## config.mk

```make
export PLATFORM = sky130hd
export DESIGN_NAME = line_enc8b10b
export DESIGN_NICKNAME = d
export VERILOG_FILES = /design/src/rtl/line_enc_pkg.sv /design/src/rtl/line_enc_map6.sv /design/src/rtl/line_enc_map4.sv /design/src/rtl/line_enc_balance.sv /design/src/rtl/line_enc8b10b.sv
export SDC_FILE = /design/constraint.sdc
export NUM_CORES = 1
export LEC_CHECK = 0
export CORE_MARGIN = 2
export CORE_UTILIZATION = 48
export CTS_BUF_LIST = sky130_fd_sc_hd__clkbuf_16
export CTS_CLUSTER_DIAMETER = 40
export DETAILED_ROUTE_END_ITERATION = 8
export HOLD_SLACK_MARGIN = 0.1
export PLACE_DENSITY = 0.76
export SYNTH_ARGS = -nofsm -noshare
export SYNTH_HDL_FRONTEND = slang
export SYNTH_SLANG_ARGS = --single-unit
```

## constraint.sdc

```tcl
create_clock -name clk -period 1.4 [get_ports clk]
set_input_delay 0.28 -clock clk [delete_from_list [all_inputs] [get_ports clk]]
set_output_delay 0.28 -clock clk [all_outputs]
set_load 0.01 [all_outputs]
```

## src/rtl/line_enc_pkg.sv

```systemverilog
package line_enc_pkg;
    localparam int LO_W    = 5;
    localparam int HI_W    = 3;
    localparam int BYTE_W  = LO_W + HI_W;
    localparam int LO_CW   = LO_W + 1;
    localparam int HI_CW   = HI_W + 1;
    localparam int SYM_W   = LO_CW + HI_CW;

    typedef enum logic {
        RD_MINUS = 1'b0,
        RD_PLUS  = 1'b1
    } rd_state_e;
endpackage

```

## src/rtl/line_enc_map6.sv

```systemverilog
module line_enc_map6
    import line_enc_pkg::*;
(
    input  logic [LO_W-1:0]  grp_lo,
    output logic [LO_CW-1:0] base6
);
    // Base forms written a..i, leftmost bit first on the line; unbalanced
    // entries carry four ones.
    always_comb begin
        unique case (grp_lo)
            5'd0:  base6 = 6'b100111;
            5'd1:  base6 = 6'b011101;
            5'd2:  base6 = 6'b101101;
            5'd3:  base6 = 6'b110001;
            5'd4:  base6 = 6'b110101;
            5'd5:  base6 = 6'b101001;
            5'd6:  base6 = 6'b011001;
            5'd7:  base6 = 6'b111000;
            5'd8:  base6 = 6'b111001;
            5'd9:  base6 = 6'b100101;
            5'd10: base6 = 6'b010101;
            5'd11: base6 = 6'b110100;
            5'd12: base6 = 6'b001101;
            5'd13: base6 = 6'b101100;
            5'd14: base6 = 6'b011100;
            5'd15: base6 = 6'b010111;
            5'd16: base6 = 6'b011011;
            5'd17: base6 = 6'b100011;
            5'd18: base6 = 6'b010011;
            5'd19: base6 = 6'b110010;
            5'd20: base6 = 6'b001011;
            5'd21: base6 = 6'b101010;
            5'd22: base6 = 6'b011010;
            5'd23: base6 = 6'b111010;
            5'd24: base6 = 6'b110011;
            5'd25: base6 = 6'b100110;
            5'd26: base6 = 6'b010110;
            5'd27: base6 = 6'b110110;
            5'd28: base6 = 6'b001110;
            5'd29: base6 = 6'b101110;
            5'd30: base6 = 6'b011110;
            default: base6 = 6'b101011;
        endcase
    end
endmodule

```

## src/rtl/line_enc_map4.sv

```systemverilog
module line_enc_map4
    import line_enc_pkg::*;
(
    input  logic [HI_W-1:0]  grp_hi,
    output logic [HI_CW-1:0] base4
);
    // Base forms written f..j; unbalanced entries carry three ones.
    always_comb begin
        unique case (grp_hi)
            3'd0:    base4 = 4'b1011;
            3'd1:    base4 = 4'b1001;
            3'd2:    base4 = 4'b0101;
            3'd3:    base4 = 4'b1100;
            3'd4:    base4 = 4'b1101;
            3'd5:    base4 = 4'b1010;
            3'd6:    base4 = 4'b0110;
            default: base4 = 4'b1110;
        endcase
    end
endmodule

```

## src/rtl/line_enc_balance.sv

```systemverilog
module line_enc_balance
    import line_enc_pkg::*;
#(
    parameter int W = 6
) (
    input  logic [W-1:0] base_code,
    input  rd_state_e    rd_in,
    output logic [W-1:0] code_out,
    output rd_state_e    rd_out
);
    localparam int HALF = W / 2;
    localparam int CW   = $clog2(W + 1);

    logic [CW-1:0] ones;
    logic          level;
    logic          heavy;
    logic          invert;

    // Ones counter: the weight of the base form.
    always_comb begin
        ones = '0;
        for (int i = 0; i < W; i++) begin
            ones = ones + CW'(base_code[i]);
        end
    end

    assign level  = (ones == CW'(HALF));
    assign heavy  = (ones > CW'(HALF));
    // Pick the form that pushes disparity toward the opposite sign.
    assign invert = !level && ((rd_in == RD_MINUS) ? !heavy : heavy);

    assign code_out = base_code ^ {W{invert}};

    always_comb begin
        if (level) begin
            rd_out = rd_in;
        end else begin
            rd_out = (rd_in == RD_MINUS) ? RD_PLUS : RD_MINUS;
        end
    end
endmodule

```

## src/rtl/line_enc8b10b.sv

```systemverilog
module line_enc8b10b
    import line_enc_pkg::*;
(
    input  logic              clk,
    input  logic              rst_n,
    input  logic [7:0]        data_in,
    input  logic              data_valid,
    output logic [9:0]        symbol_out,
    output logic              symbol_valid
);
    rd_state_e          rd_q;
    rd_state_e          rd_d;
    rd_state_e          rd_mid;
    rd_state_e          rd_end;
    logic [LO_CW-1:0]   base6;
    logic [HI_CW-1:0]   base4;
    logic [LO_CW-1:0]   code6;
    logic [HI_CW-1:0]   code4;
    logic [SYM_W-1:0]   sym_q;
    logic               vld_q;
    logic               rd_pos;

    line_enc_map6 u_map6 (
        .grp_lo (data_in[LO_W-1:0]),
        .base6  (base6)
    );

    line_enc_map4 u_map4 (
        .grp_hi (data_in[BYTE_W-1:LO_W]),
        .base4  (base4)
    );

    // Both sub-blocks share one balance stage, sized per width; the 4-bit
    // stage is chained on the disparity left by the 6-bit stage.
    line_enc_balance #(.W(LO_CW)) u_bal6 (
        .base_code (base6),
        .rd_in     (rd_q),
        .code_out  (code6),
        .rd_out    (rd_mid)
    );

    line_enc_balance #(.W(HI_CW)) u_bal4 (
        .base_code (base4),
        .rd_in     (rd_mid),
        .code_out  (code4),
        .rd_out    (rd_end)
    );

    // Disparity state: hold on idle or net-balanced symbols, flip otherwise.
    always_comb begin
        unique case (rd_q)
            RD_MINUS: rd_d = data_valid ? rd_end : RD_MINUS;
            RD_PLUS:  rd_d = data_valid ? rd_end : RD_PLUS;
            default:  rd_d = RD_MINUS;
        endcase
    end

    always_ff @(posedge clk or negedge rst_n) begin
        if (!rst_n) begin
            rd_q <= RD_MINUS;
        end else begin
            rd_q <= rd_d;
        end
    end

    // Output register: one cycle of latency, held while idle.
    always_ff @(posedge clk or negedge rst_n) begin
        if (!rst_n) begin
            sym_q <= '0;
            vld_q <= 1'b0;
        end else begin
            vld_q <= data_valid;
            if (data_valid) begin
                sym_q <= {code6, code4};
            end
        end
    end

    assign rd_pos       = (rd_q == RD_PLUS);
    assign symbol_out   = sym_q;
    assign symbol_valid = vld_q;
endmodule

```

* Word level (Yosys, flattened, before mapping)
Memories as Yosys holds them, arrays and structs flattened.
Cells that the tools add are included.
** Operators by class
- Mux-type cells :: 10
- $add $sub $neg :: 8
- Div/mod/pow operators :: 0
- Multiply operators :: 0
- Reductions and logical operators :: 7
- Bitwise logic cells :: 3
- Shifts and indexed selects :: 0
- Equal/unequal tests :: 8
- Magnitude comparators :: 2
** Operator list (count)
- $pmux 4 s7 :: 1
- $add 3x1->3 :: 6
- $eq 3x2->1 const B :: 4
- $eq 3x3->1 const B :: 3
- $mux 1 :: 8
- $gt 3x2->1 const B :: 2
- $xor 6x6->6 :: 1
- $add 1x1->2 :: 2
- $logic_not 1->1 :: 4
- $xor 4x4->4 :: 1
- $eq 3x1->1 const B :: 1
- $logic_not 3->1 :: 1
- $logic_and 1x1->1 :: 2
- $pmux 1 s2 :: 1
- $not 1->1 :: 1
** Word-level totals
- Flip-flop bits (word level) :: 12
- RAM bits :: 0
- Memories kept :: 1
- Bits in latches :: 0
- Memory bits (read-only) :: 192
- Input bits :: 11
- Output and inout bits :: 11
- Word-level logic and storage cells :: 42
** Memory list
- (name not given) :: depth 32, width 6, read ports 1, clocked after memory_dff 0, wr ports 0, line line_enc_map6.sv:10 : unique case (grp_lo)

* Logic depth before layout (Yosys ltp)
Gate-level depths: netlist of the first run.
An unclocked memory read counts as a cell.
- Word-level depth :: 12
- Gate-level depth with buffers :: 15
- Gate-level depth less buffers :: 15

* By module
Synthesis of the first run repeated with hierarchy kept, for this count alone.
** Unflattened totals
- Cell total of the unflattened synthesis :: 122
- Area total of the unflattened synthesis :: 1268.7 µm²
** By module, submodules not included
- line_enc8b10b :: times used 1, area each 473.0 µm², seq. area each 300.3 µm², cells each 24
- line_enc_map6 :: times used 1, area each 405.4 µm², seq. area each 0.0 µm², cells each 54
- line_enc_balance at u_bal6 :: times used 1, area each 203.9 µm², seq. area each 0.0 µm², cells each 23
- line_enc_balance at u_bal4 :: times used 1, area each 142.6 µm², seq. area each 0.0 µm², cells each 14
- line_enc_map4 :: times used 1, area each 43.8 µm², seq. area each 0.0 µm², cells each 7

* Worst setup path before layout of the first run
OpenSTA, ideal clock, no wires.
- Path type :: input port to flip-flop
- Start point :: input port data_in[1]
- End point :: register sym_q[3], in the netlist symbol_out[3]
- Path buffers :: 0
- Library setup time :: 0.124 ns
- Path slack :: -2.555 ns
- Data arrival time :: 3.831 ns
- Data required time :: 1.276 ns
- Stages on the path :: 15
- Cells stage by stage :: inv_1 > ha_1 > and2_1 > o211a_1 > or3_4 > ha_1 > inv_1 > fa_1 > fa_1 > inv_1 > fa_1 > nor3b_4 > xnor2_1 > a21oi_1 > a211o_1
** Between the ends
- Word-level cells in the longest chain between the ends :: 11
** RTL lines
- start, declared :: line line_enc8b10b.sv:6 : input logic [7:0] data_in,
- $mem_v2 32x6 (*)
- $add 1x1->2 :: line line_enc_balance.sv:23 : ones = ones + CW'(base_code[i]);
- $add 3x1->3 (3 in series) :: line line_enc_balance.sv:23
- $add 3x1->3 (*) :: line line_enc_balance.sv:23
- $eq 3x2->1 (*) :: line line_enc_balance.sv:27 : assign level = (ones == CW'(HALF));
- $mux 1 (*) :: line line_enc_balance.sv:35 : if (level) begin
- $mux 1 (*) :: line line_enc_balance.sv:30 : assign invert = !level && ((rd_in == RD_MINUS) ? !heavy : heavy);
- $logic_and 1x1->1 (*) :: line line_enc_balance.sv:30
- $xor 4x4->4 (*) :: line line_enc_balance.sv:32 : assign code_out = base_code ^ {W{invert}};
- end signal, assigned :: line line_enc8b10b.sv:74 : sym_q <= {code6, code4};
- end, declared :: line line_enc8b10b.sv:19 : logic [SYM_W-1:0] sym_q;
Every way passes the cells marked *; elsewhere a longest branch is shown, timed or not.
A chain may end at the register's enable or synchronous reset.

* Worst setup path after layout of the first run
- Start point :: input port data_in[1]
- End point :: register sym_q[1], in the netlist symbol_out[1]
Same word-level chain as after synthesis.

==> impl_results.md, run 1 <==
* Syn Inst Count at 141
* Grt met3 use at 3.95%
* Failing checks: setup timing
* Slew Viols, Final at 0
* Int Pwr at 1.91 mW
* Die Ht at 55.9 µm
* Critical path endpoint category: register
* Top-Level Pins at 22
* Crit path cell chain: buf_8, buf_12, inv_12, ha_4, and2_4, o211a_1, or3_4, ha_4, inv_2, fa_1, fa_2, inv_2, fa_1, nor3b_4, xnor2_2, buf_4, and3_4, o31ai_4
* Total gr overflow at 0
* HPWL Detailed at 2850 µm
* Floorplan row count at 18
* RSZ-0062 raised after global routing: yes
* Latest clock arrival within the worst-skew pair at about 0.24 ns
* Synthesis-to-layout area growth at 71.6%
* Max incr delay on CP at around 0.47 ns
* Area of the mapped netlist at 0.00129 mm²
* Number of inserted diodes at 0
* Crit path DAT at 3.97 ns
* Min Tclk post-route at roughly 3.8 ns
* Syn Area/Cell at about 9 µm²
* GR Util met1 at 30.6%
* Final hold vios at 0
* Placeable Area at approximately 0.0025 mm²
* Worst setup SP type: input pin
* Final nets at 244
* Outcome: complete, but fails checks
* Worst-margin pin slew at 0.386 ns
* Total CTS buffers at 3
* Busiest metal layer after global routing: met2
* Vias/cell at 5.75
* Logic pwr share at 63.2%
* Max clock buf depth at 2
* FMAX at 262 MHz
* GRT Total Usage at approximately 28%
* Syn_nets at 167
* Pre-CTS WS at -3.07 ns
* Max-Cap Viols at 0
* Drt total wl at around 4400 µm
* Met2 GRT Util at 52.7%
* IO Port Bufs at 21
* Layout Cells excl Fill at about 250
* Post-synth EDFFs at 0
* CTS tree: done
* FF-to-FF setup slack at -0.07 ns
* First-pass GRT wire length at roughly 6900 µm
* Clk pwr share at 17.3%
* Htree depth at 1
* Dpl cells at roughly 230
* Seq/Total Area, Yosys at a little under a quarter
* Capture point of the worst reg-to-reg path: symbol_out[1]
* Routability cong. at 0.838
* Max IR drop VDD at 1720 µV
* Final WS setup at -2.42 ns
* Routed Antenna Nets at 0
* Pwr dens at roughly 1400 mW/mm²
* Initial antenna violation count at 0
* P_sw at 1.21 mW
* Leakage power at 1.06 nW
* Post-route DRC at 0
* Share of layout cells above drive strength 1 at 47.9%
* Clk slew on worst S/H paths at 0.05 ns
* Yosys reg bits at 12
* Most used DFF post-synth: dfrtp_1
* Net Sw Frac at 38.8%
* Worst slew margin at between 70% and 80%
* Initial DRC Count at 92
* Post-synth ARST share at 100%
* Die W at 55.9 µm
* Hold-fix buffers, CTS at 0
* Critical Path Fanout Max at 4
* Seq pwr share at roughly 20%
* Worst Hold Slack at between 0.3 and 0.4 ns
* R2r worst-path depth at 5
* WS Path Type: input pin to register
* Clock Root Buffer: clkbuf_16
* Warnings from Yosys at 0
* Clock Sinks at 12
* Crit path max-delay cell type: fa_1
* Vias post-DR at 1,421
* Required @ worst endpoint at 1.55 ns
* Vias in the first global route at approximately 1.4k
* Worst Hold Class: input pin to async pin
* Post-DR wirelength/cell at 17.9 µm
* Pin count of the biggest net entering global routing at 13
* First drt pass iteration count at 5
* Yosys cell types at 50
* Initial Utilization at 51.3%
* DIE AREA at roughly 0.0031 mm²
* Fin Clk Skew at 0.00412 ns
* Final setup viols at 11
* Final period util at 273%
worst max-delay path, delay by kind of cell:
kind / cells / cell delay (ns)
compound gates: 2 / 0.47
xor+xnor: 1 / 0.17
fa+ha+maj: 5 / 1.70
buf+inv: 6 / 0.46
simple gates: 4 / 0.88
layout by cell type (no fill, tap or decap), drive strengths merged, types with 3 or more instances in the layout:
cell type and count:
nor2 6, mux2i 3, o21ai 3, fa 4
nand2b 3, xor2 4, clkbuf 3, or2 3
o31ai 5, nor3 3, o311ai 3, buf 60
or3 3, dfrtp 12, xnor2 4, a21oi 8
inv 18, nand2 10, clkdlybuf4s50 6, o221ai 3
ha 11, dlygate4sd2 12
worst max path at each step:
stage                          endpoint  slack (ns)  startpoint  cells after the start
after floorplan           symbol_out[3]       -2.20  data_in[1]                     15
after global placement    symbol_out[4]       -2.91  data_in[1]                     17
after detailed placement  symbol_out[9]       -3.07  data_in[0]                     15
after CTS                 symbol_out[1]       -2.36  data_in[1]                     18
after global routing      symbol_out[1]       -2.50  data_in[1]                     18
final                     symbol_out[1]       -2.42  data_in[1]                     18
Yosys cell counts (2+ instances only):
| cell | instances | area [µm²] |
|---|---|---|
| nor2_1 | 6 | 22.5 |
| or3_4 | 2 | 22.5 |
| or2_2 | 3 | 18.8 |
| inv_1 | 18 | 67.6 |
| buf_6 | 3 | 33.8 |
| o21ai_0 | 2 | 10.0 |
| nand2_1 | 10 | 37.5 |
| ha_1 | 11 | 138 |
| mux2i_1 | 3 | 30.0 |
| o221ai_2 | 2 | 30.0 |
| dfrtp_1 | 12 | 300 |
| a21oi_1 | 8 | 40.0 |
| clkbuf_1 | 2 | 7.51 |
| a2111oi_0 | 2 | 17.5 |
| nor2b_1 | 2 | 12.5 |
| xnor2_1 | 4 | 35.0 |
| fa_1 | 4 | 80.1 |
| and3_1 | 2 | 12.5 |
| o211a_1 | 2 | 20.0 |
| xor2_1 | 3 | 26.3 |
| buf_2 | 2 | 10.0 |
| nand2b_1 | 3 | 18.8 |
| nand3b_1 | 2 | 15.0 |
| nor3_1 | 3 | 15.0 |
| o31ai_1 | 5 | 37.5 |
timing repair:
item,in CTS,in global routing
resized for setup,37,15
hold endpoints to repair,0,0
setup endpoints to repair,21,11
pin swaps,12,6
buffers inserted,12,4
layer usage:
layer | vias to the layer above | part of all wire [%]
met5 | - | 0
met4 | 0 | 4.7
met3 | 24 | 4.5
met2 | 61 | 52
met1 | 684 | 38
li1 | 652 | -
final cells by class:
| cell class | count | area (µm²) |
|---|---|---|
| well taps | 30 | 37.5 |
| multi-input cells | 104 | 1060 |
| repair buffers | 79 | 662 |
| flip-flops and latches | 12 | 300 |
| clock buffers | 3 | 75.1 |
| fillers | 129 | 303 |
| inverters | 18 | 85.1 |
| clock inverters | 1 | 3.75 |
power by group through the flow:
stage	Sequential [mW]	Combinational, mW	Clock, mW
3_5_place_dp	0.616	1.64	0
5_1_grt	0.626	2.10	0.554
2_1_floorplan	0.676	0.886	0
6_report	0.609	1.97	0.539
3_3_place_gp	0.603	1.56	0
4_1_cts	0.608	1.73	0.536
stage by stage:
stage	setup TNS, ns	total power, mW	util, %	cell area (µm²)
final	-25.33	3.12	88.0	2220
after global routing	-26.51	3.28	88.0	2220
after global placement	-31.28	2.16	75.4	1900
after floorplan	-23.09	1.56	-	1360
after CTS	-24.77	2.87	83.5	2110
after detailed placement	-32.86	2.26	75.4	1900
flip-flops by register name, summed over array words and instances (netlist names), named ones only:
register	flops
symbol_out	10
symbol_valid	1
cell families (layout without fill, tap and decap cells):
kind of cell    count (synthesis)  in the layout  share of synthesized area (%)
buf+inv                        25            101                           9.19
simple gates                   44             44                           20.4
compound gates                 32             32                           19.5
mux                             4              4                           4.06
xor+xnor                        8              8                           6.00
flops                          12             12                           23.2
fa+ha+maj                      16             16                           17.6
Note: power is estimated with default switching activity, not from simulation.
==> run 2: changes to the inputs <==
--- a/config.mk
+++ b/config.mk
@@ -5,7 +5,8 @@
 export SDC_FILE = /design/constraint.sdc
 export NUM_CORES = 1
 export LEC_CHECK = 0
-export CORE_MARGIN = 2
+export ABC_CLOCK_PERIOD_IN_PS = 1400
+export CORE_MARGIN = 3
 export CORE_UTILIZATION = 48
 export CTS_BUF_LIST = sky130_fd_sc_hd__clkbuf_16
 export CTS_CLUSTER_DIAMETER = 40
==> impl_results.md, run 2 (synthesized netlist as in run 1, its figures left out) <==
* Outcome: complete, but fails checks
* Failing checks: setup timing
* Final nets at 242 (-0.82%)
* Floorplan row count at 18 (unchanged)
* Crit path max-delay cell type: fa_2
* Leading cell type in the layout, fill and taps excluded: buf_4
* Vias in the first global route at 1,307 (-9.2%)
* Final hold vios at 0 (unchanged)
* Total CTS buffers at 3 (unchanged)
* Final setup viols at 11 (unchanged)
* Pin count of the biggest net entering global routing at 13 (unchanged)
* CTS tree: done
* Share of layout cells above drive strength 1 at 45.6% (-2.3 points)
* Max incr delay on CP at 0.56 ns (+0.09 ns)
* Capture point of the worst reg-to-reg path: symbol_out[6]
* Most frequent cells in the layout: 55 x buf_4, 13 x inv_1, 12 x dfrtp_1
* Post-route DRC at 0 (unchanged)
* Die W at 57.9 µm (+3.6%)
* Required @ worst endpoint at 1.54 ns (about the same)
* GR Util met1 at 28.9% (-1.7 points)
* Grt met3 use at 1.11% (-2.8 points)
* Worst Hold Class: input pin to async pin
* Worst-margin pin slew at 0.379 ns (-0.00716 ns)
* Drt total wl at 3760 µm (-15%)
* Final WS setup at -2.37 ns (+0.0469 ns)
* Slew Viols, Final at 0 (unchanged)
* WS Path Type: input pin to register
* Synthesis-to-layout area growth at 66.5%
* First drt pass iteration count at 4 (-1)
* Pwr dens at 1360 mW/mm² (-3.1%)
* Routed Antenna Nets at 0 (unchanged)
* Min Tclk post-route at 3.77 ns (-0.0469 ns)
* Critical path endpoint category: register
* Crit path DAT at 3.91 ns (-0.06 ns)
* Routability cong. at 0.881 (+5.0%)
* Clock Sinks at 12 (unchanged)
* Placed instance area at 0.00193 mm² (+1.6%)
* Worst slew margin at 74.4% (+0.38 points)
* Setup crit end: symbol_out[0]
* Crit path cell chain: buf_8, buf_12, inv_12, ha_4, and2_4, o211a_1, or3_4, ha_4, inv_2, fa_1, fa_2, inv_2, fa_2, nor3b_4, xor2_1, nor3_1, o31ai_1
* Hold-fix buffers, CTS at 0 (unchanged)
* GRT Total Usage at 22.7% (-5.8 points)
* FMAX at 265 MHz (+1.2%)
* Htree depth at 1 (unchanged)
* Number of inserted diodes at 0 (unchanged)
* First-pass GRT wire length at 5950 µm (-13%)
* HPWL Detailed at 2660 µm (-6.9%)
* Initial Utilization at 51.3% (unchanged)
* Vias post-DR at 1,305 (-8.2%)
* Initial DRC Count at 60 (-35%)
* IO Port Bufs at 21 (unchanged)
* Max IR drop VDD at 1380 µV (-20%)
* Pre-CTS WS at -3.03 ns (+0.0447 ns)
* Critical Path Fanout Max at 3 (-1)
* Worst setup SP type: input pin
* FF-to-FF setup slack at -0.01 ns (+0.06 ns)
* Max reg flops at 10 (unchanged)
* Setup TNS at -25.53 ns (-0.199 ns)
* Die Ht at 57.9 µm (+3.6%)
* Vias/cell at 5.33 (-7.4%)
* Post-DR wirelength/cell at 15.4 µm (-14%)
* Critical Path Stages at 17 (-1)
* Fin Clk Skew at 0.00136 ns (-0.00275 ns)
* Clk slew on worst S/H paths at 0.04 ns (about the same)
* R2r worst-path depth at 5 (unchanged)
* Max-Cap Viols at 0 (unchanged)
* Leakage power at 1.07 nW (+0.42%)
* Top-Level Pins at 22 (unchanged)
* Clock Root Buffer: clkbuf_16
* Critical path launch point: data_in[1]
* Initial antenna violation count at 0 (unchanged)
* Met2 GRT Util at 40.3% (-12 points)
* Max clock buf depth at 2 (unchanged)
* Final core utilization at 85.4% (-2.6 points)
* Latest clock arrival within the worst-skew pair at 0.24 ns (about the same)
* Fill cells at 148 (+15%)
* Placeable Area at 0.00252 mm² (unchanged)
* DIE AREA at 0.00335 mm² (+7.3%)
* Crit path buf inv count at 5 (-1)
* Cell family with most CP delay: adder cells
* Total gr overflow at 0 (unchanged)
* Design area at 0.00215 mm² (-2.9%)
* RSZ-0062 raised after global routing: yes
* Final period util at 269% (-3.3 points)
* Busiest metal layer after global routing: met2
-- run 2: worst register-to-register path: stages, from the launching register on --
cell,delay [ns]
dfrtp_1,0.44
buf_4,0.17
nand2_1,0.15
o21ai_4,0.11
or2_2,0.31
o211ai_1,0.15
-- run 2: routing by layer --
layer | vias to the layer above | wire (µm) | part of all wire [%]
li1 | 642 | - | -
met1 | 626 | 1590 | 42
met2 | 31 | 2010 | 53
met3 | 6 | 97 | 2.6
met4 | 0 | 68 | 1.8
met5 | - | 0 | 0
-- run 2: power breakdown --
part	internal [mW]	switching, mW
combinational	0.935	0.853
sequential	0.510	0.112
clock	0.376	0.147
total	1.82	1.11
-- run 2: stage by stage --
stage          instances  power (mW)  hold slack (ns)
2_1_floorplan        141        1.56          -0.0156
3_3_place_gp         233        2.18            0.464
3_5_place_dp         233        2.26            0.474
4_1_cts              244        2.79            0.338
5_1_grt              245        3.11            0.351
6_report             245        2.93            0.336
-- run 2: worst min path at each step --
stage	slack [ns]	end
5_1_grt	0.35	symbol_out[4]
3_5_place_dp	0.47	symbol_out[0]
6_report	0.34	async pin
3_3_place_gp	0.46	symbol_out[2]
2_1_floorplan	-0.02	async pin
4_1_cts	0.34	async pin
-- run 2: what timing repair did --
item	4_1_cts	5_1_grt
buffers inserted	7	1
gates resized for setup	36	10
pin swaps	17	6
endpoints found under the setup margin	18	14
-- run 2: area by class of cell --
class	count	area, µm²	share of cell area, %
multi-input combinational	104	1010	46.7
timing repair buffer	77	646	30.0
sequential	12	300	13.9
inverter	18	85.1	3.95
clock buffer	3	75.1	3.48
tap	30	37.5	1.74
clock inverter	1	3.75	0.174
==> run 3: changes to the inputs <==
--- a/config.mk
+++ b/config.mk
@@ -5,10 +5,10 @@
 export SDC_FILE = /design/constraint.sdc
 export NUM_CORES = 1
 export LEC_CHECK = 0
+export ABC_AREA = 0
 export ABC_CLOCK_PERIOD_IN_PS = 1400
 export CORE_MARGIN = 3
 export CORE_UTILIZATION = 48
-export CTS_BUF_LIST = sky130_fd_sc_hd__clkbuf_16
 export CTS_CLUSTER_DIAMETER = 40
 export DETAILED_ROUTE_END_ITERATION = 8
 export HOLD_SLACK_MARGIN = 0.1
==> impl_results.md, run 3 (synthesized netlist as in run 1, its figures left out) <==
* Critical path endpoint category: register
* Clock Root Buffer: clkbuf_4
* Fill cells at 153 (+3.4%)
* Worst slew margin at 72.6% (-1.8 points)
* DIE AREA at 0.00335 mm² (unchanged)
* Synthesis-to-layout area growth at 65.4%
* Routed Antenna Nets at 0 (unchanged)
* Total gr overflow at 0 (unchanged)
* First-pass GRT wire length at 5900 µm (-0.81%)
* Final WS setup at -2.39 ns (-0.0195 ns)
* Worst Hold Slack at 0.292 ns (-0.0443 ns)
* Latest clock arrival within the worst-skew pair at 0.28 ns (+0.04 ns)
* Post-DR wirelength/cell at 15.6 µm (+1.8%)
* GRT Total Usage at 22.5% (-0.20 points)
* Dpl cells at 233 (unchanged)
* Layout Cells excl Fill at 246 (+0.41%)
* Max reg flops at 10 (unchanged)
* Placeable Area at 0.00252 mm² (unchanged)
* Setup TNS at -25.74 ns (-0.202 ns)
* HPWL Detailed at 2660 µm (unchanged)
* Min Tclk post-route at 3.79 ns (+0.0195 ns)
* Top-Level Pins at 22 (unchanged)
* Worst-margin pin slew at 0.410 ns (+0.0307 ns)
* Vias in the first global route at 1,300 (-0.54%)
* Max IR drop VDD at 1240 µV (-10%)
* Htree depth at 1 (unchanged)
* Outcome: complete, but fails checks
* Hold-fix buffers, CTS at 0 (unchanged)
* Share of layout cells above drive strength 1 at 47.7% (+2.1 points)
* Pwr dens at 1280 mW/mm² (-5.8%)
* RSZ-0062 raised after global routing: yes
* Worst setup SP type: input pin
* FMAX at 264 MHz (-0.51%)
* Drt total wl at 3850 µm (+2.2%)
* Clock Sinks at 12 (unchanged)
* Max clock buf depth at 2 (unchanged)
* Vias/cell at 5.41 (+1.6%)
* Die Ht at 57.9 µm (unchanged)
* Design area at 0.00214 mm² (-0.70%)
* Crit path DAT at 3.96 ns (+0.05 ns)
* Required @ worst endpoint at 1.57 ns (+0.03 ns)
* Worst Hold Class: input pin to async pin
* Leading cell type in the layout, fill and taps excluded: buf_4
* Pin count of the biggest net entering global routing at 13 (unchanged)
* Post-route DRC at 0 (unchanged)
* Leakage power at 1.04 nW (-2.2%)
* Final core utilization at 84.8% (-0.60 points)
* Final period util at 271% (+1.4 points)
* Routability cong. at 0.881 (unchanged)
* Pre-CTS WS at -3.03 ns (unchanged)
* Multi-input logic area at 0.00104 mm² (+3.2%)
* Placed instance area at 0.00193 mm² (unchanged)
* Total CTS buffers at 3 (unchanged)
* Reg area at 300 µm² (unchanged)
* Fin Clk Skew at 0.00604 ns (+0.00468 ns)
* Slew Viols, Final at 0 (unchanged)
* Floorplan row count at 18 (unchanged)
* IO Port Bufs at 21 (unchanged)
* Initial Utilization at 51.3% (unchanged)
* Clk slew on worst S/H paths at 0.08 ns (+0.04 ns)
* Initial antenna violation count at 0 (unchanged)
* CTS tree: done
* Max-Cap Viols at 0 (unchanged)
* WS Path Type: input pin to register
* Failing checks: setup timing
* Overall Power at 2.74 mW (-6.4%)
* Final nets at 243 (+0.41%)
* Final hold vios at 0 (unchanged)
* Die W at 57.9 µm (unchanged)
* Number of inserted diodes at 0 (unchanged)
* First drt pass iteration count at 4 (unchanged)
* Critical Path Fanout Max at 6 (+3)
* Most frequent cells in the layout: 56 x buf_4, 13 x inv_1, 13 x dlygate4sd2_1
* Final setup viols at 11 (unchanged)
* Initial DRC Count at 40 (-33%)
* Vias post-DR at 1,331 (+2.0%)
==> run 3: changes by cell type in the layout (fill, tap and decap cells not counted), moves of 3 or more <==
cell and delta:
dlygate4sd2_1 +4, clkbuf_4 +3, dlymetal6s2s_1 -3, clkbuf_16 -3
==> run 3: final timing paths <==
check                           endpoint          start  cells after the start  slack (ns)
max                        symbol_out[3]     data_in[1]                     18       -2.39
min                        symbol_out[2]          rst_n                      2        0.29
max reg2reg                symbol_out[9]       register                      4       -0.01
min reg2reg                symbol_out[1]  symbol_out[1]                      2        0.49
max in group asynchronous  symbol_out[4]          rst_n                      2        0.95
min in group clk           symbol_out[1]  symbol_out[1]                      2        0.49
==> run 3: per-layer routing <==
metal	vias up	global-route usage (%)	routed length (µm)
met5	-	0	0
met4	0	11.6	80
met3	9	2.23	99
met2	34	38.1	2010
met1	640	28.2	1660
li1	648	-	-
==> run 3: area by class of cell <==
type / count / share of cell area, %
inverter: 18 / 3.98
timing repair buffer: 78 / 29.9
sequential: 12 / 14.0
tap: 30 / 1.75
clock buffer: 4 / 1.70
multi-input combinational: 104 / 48.6
==> run 3: critical path: stages <==
cell      delay (ns)
buf_8           0.08
buf_12          0.10
inv_12          0.03
buf_4           0.13
ha_1            0.22
nor2b_4         0.15
buf_4           0.12
a211oi_1        0.31
or3_1           0.22
inv_1           0.08
fa_1            0.54
fa_2            0.21
inv_2           0.04
fa_2            0.56
nor3b_4         0.29
xnor2_2         0.20
a21oi_1         0.11
a211o_1         0.27
==> run 3: power by group <==
part	switching [mW]	internal, mW
Sequential	0.0984	0.507
Combinational	0.893	0.969
Clock	0.118	0.158
Total	1.11	1.63
==> run 3: repair_timing <==
| item | 4_1_cts | 5_1_grt |
|---|---|---|
| setup endpoints to repair | 22 | 11 |
| setup buffers | 7 | 2 |
| gates resized for setup | 39 | 15 |
| pin swaps | 15 | 8 |
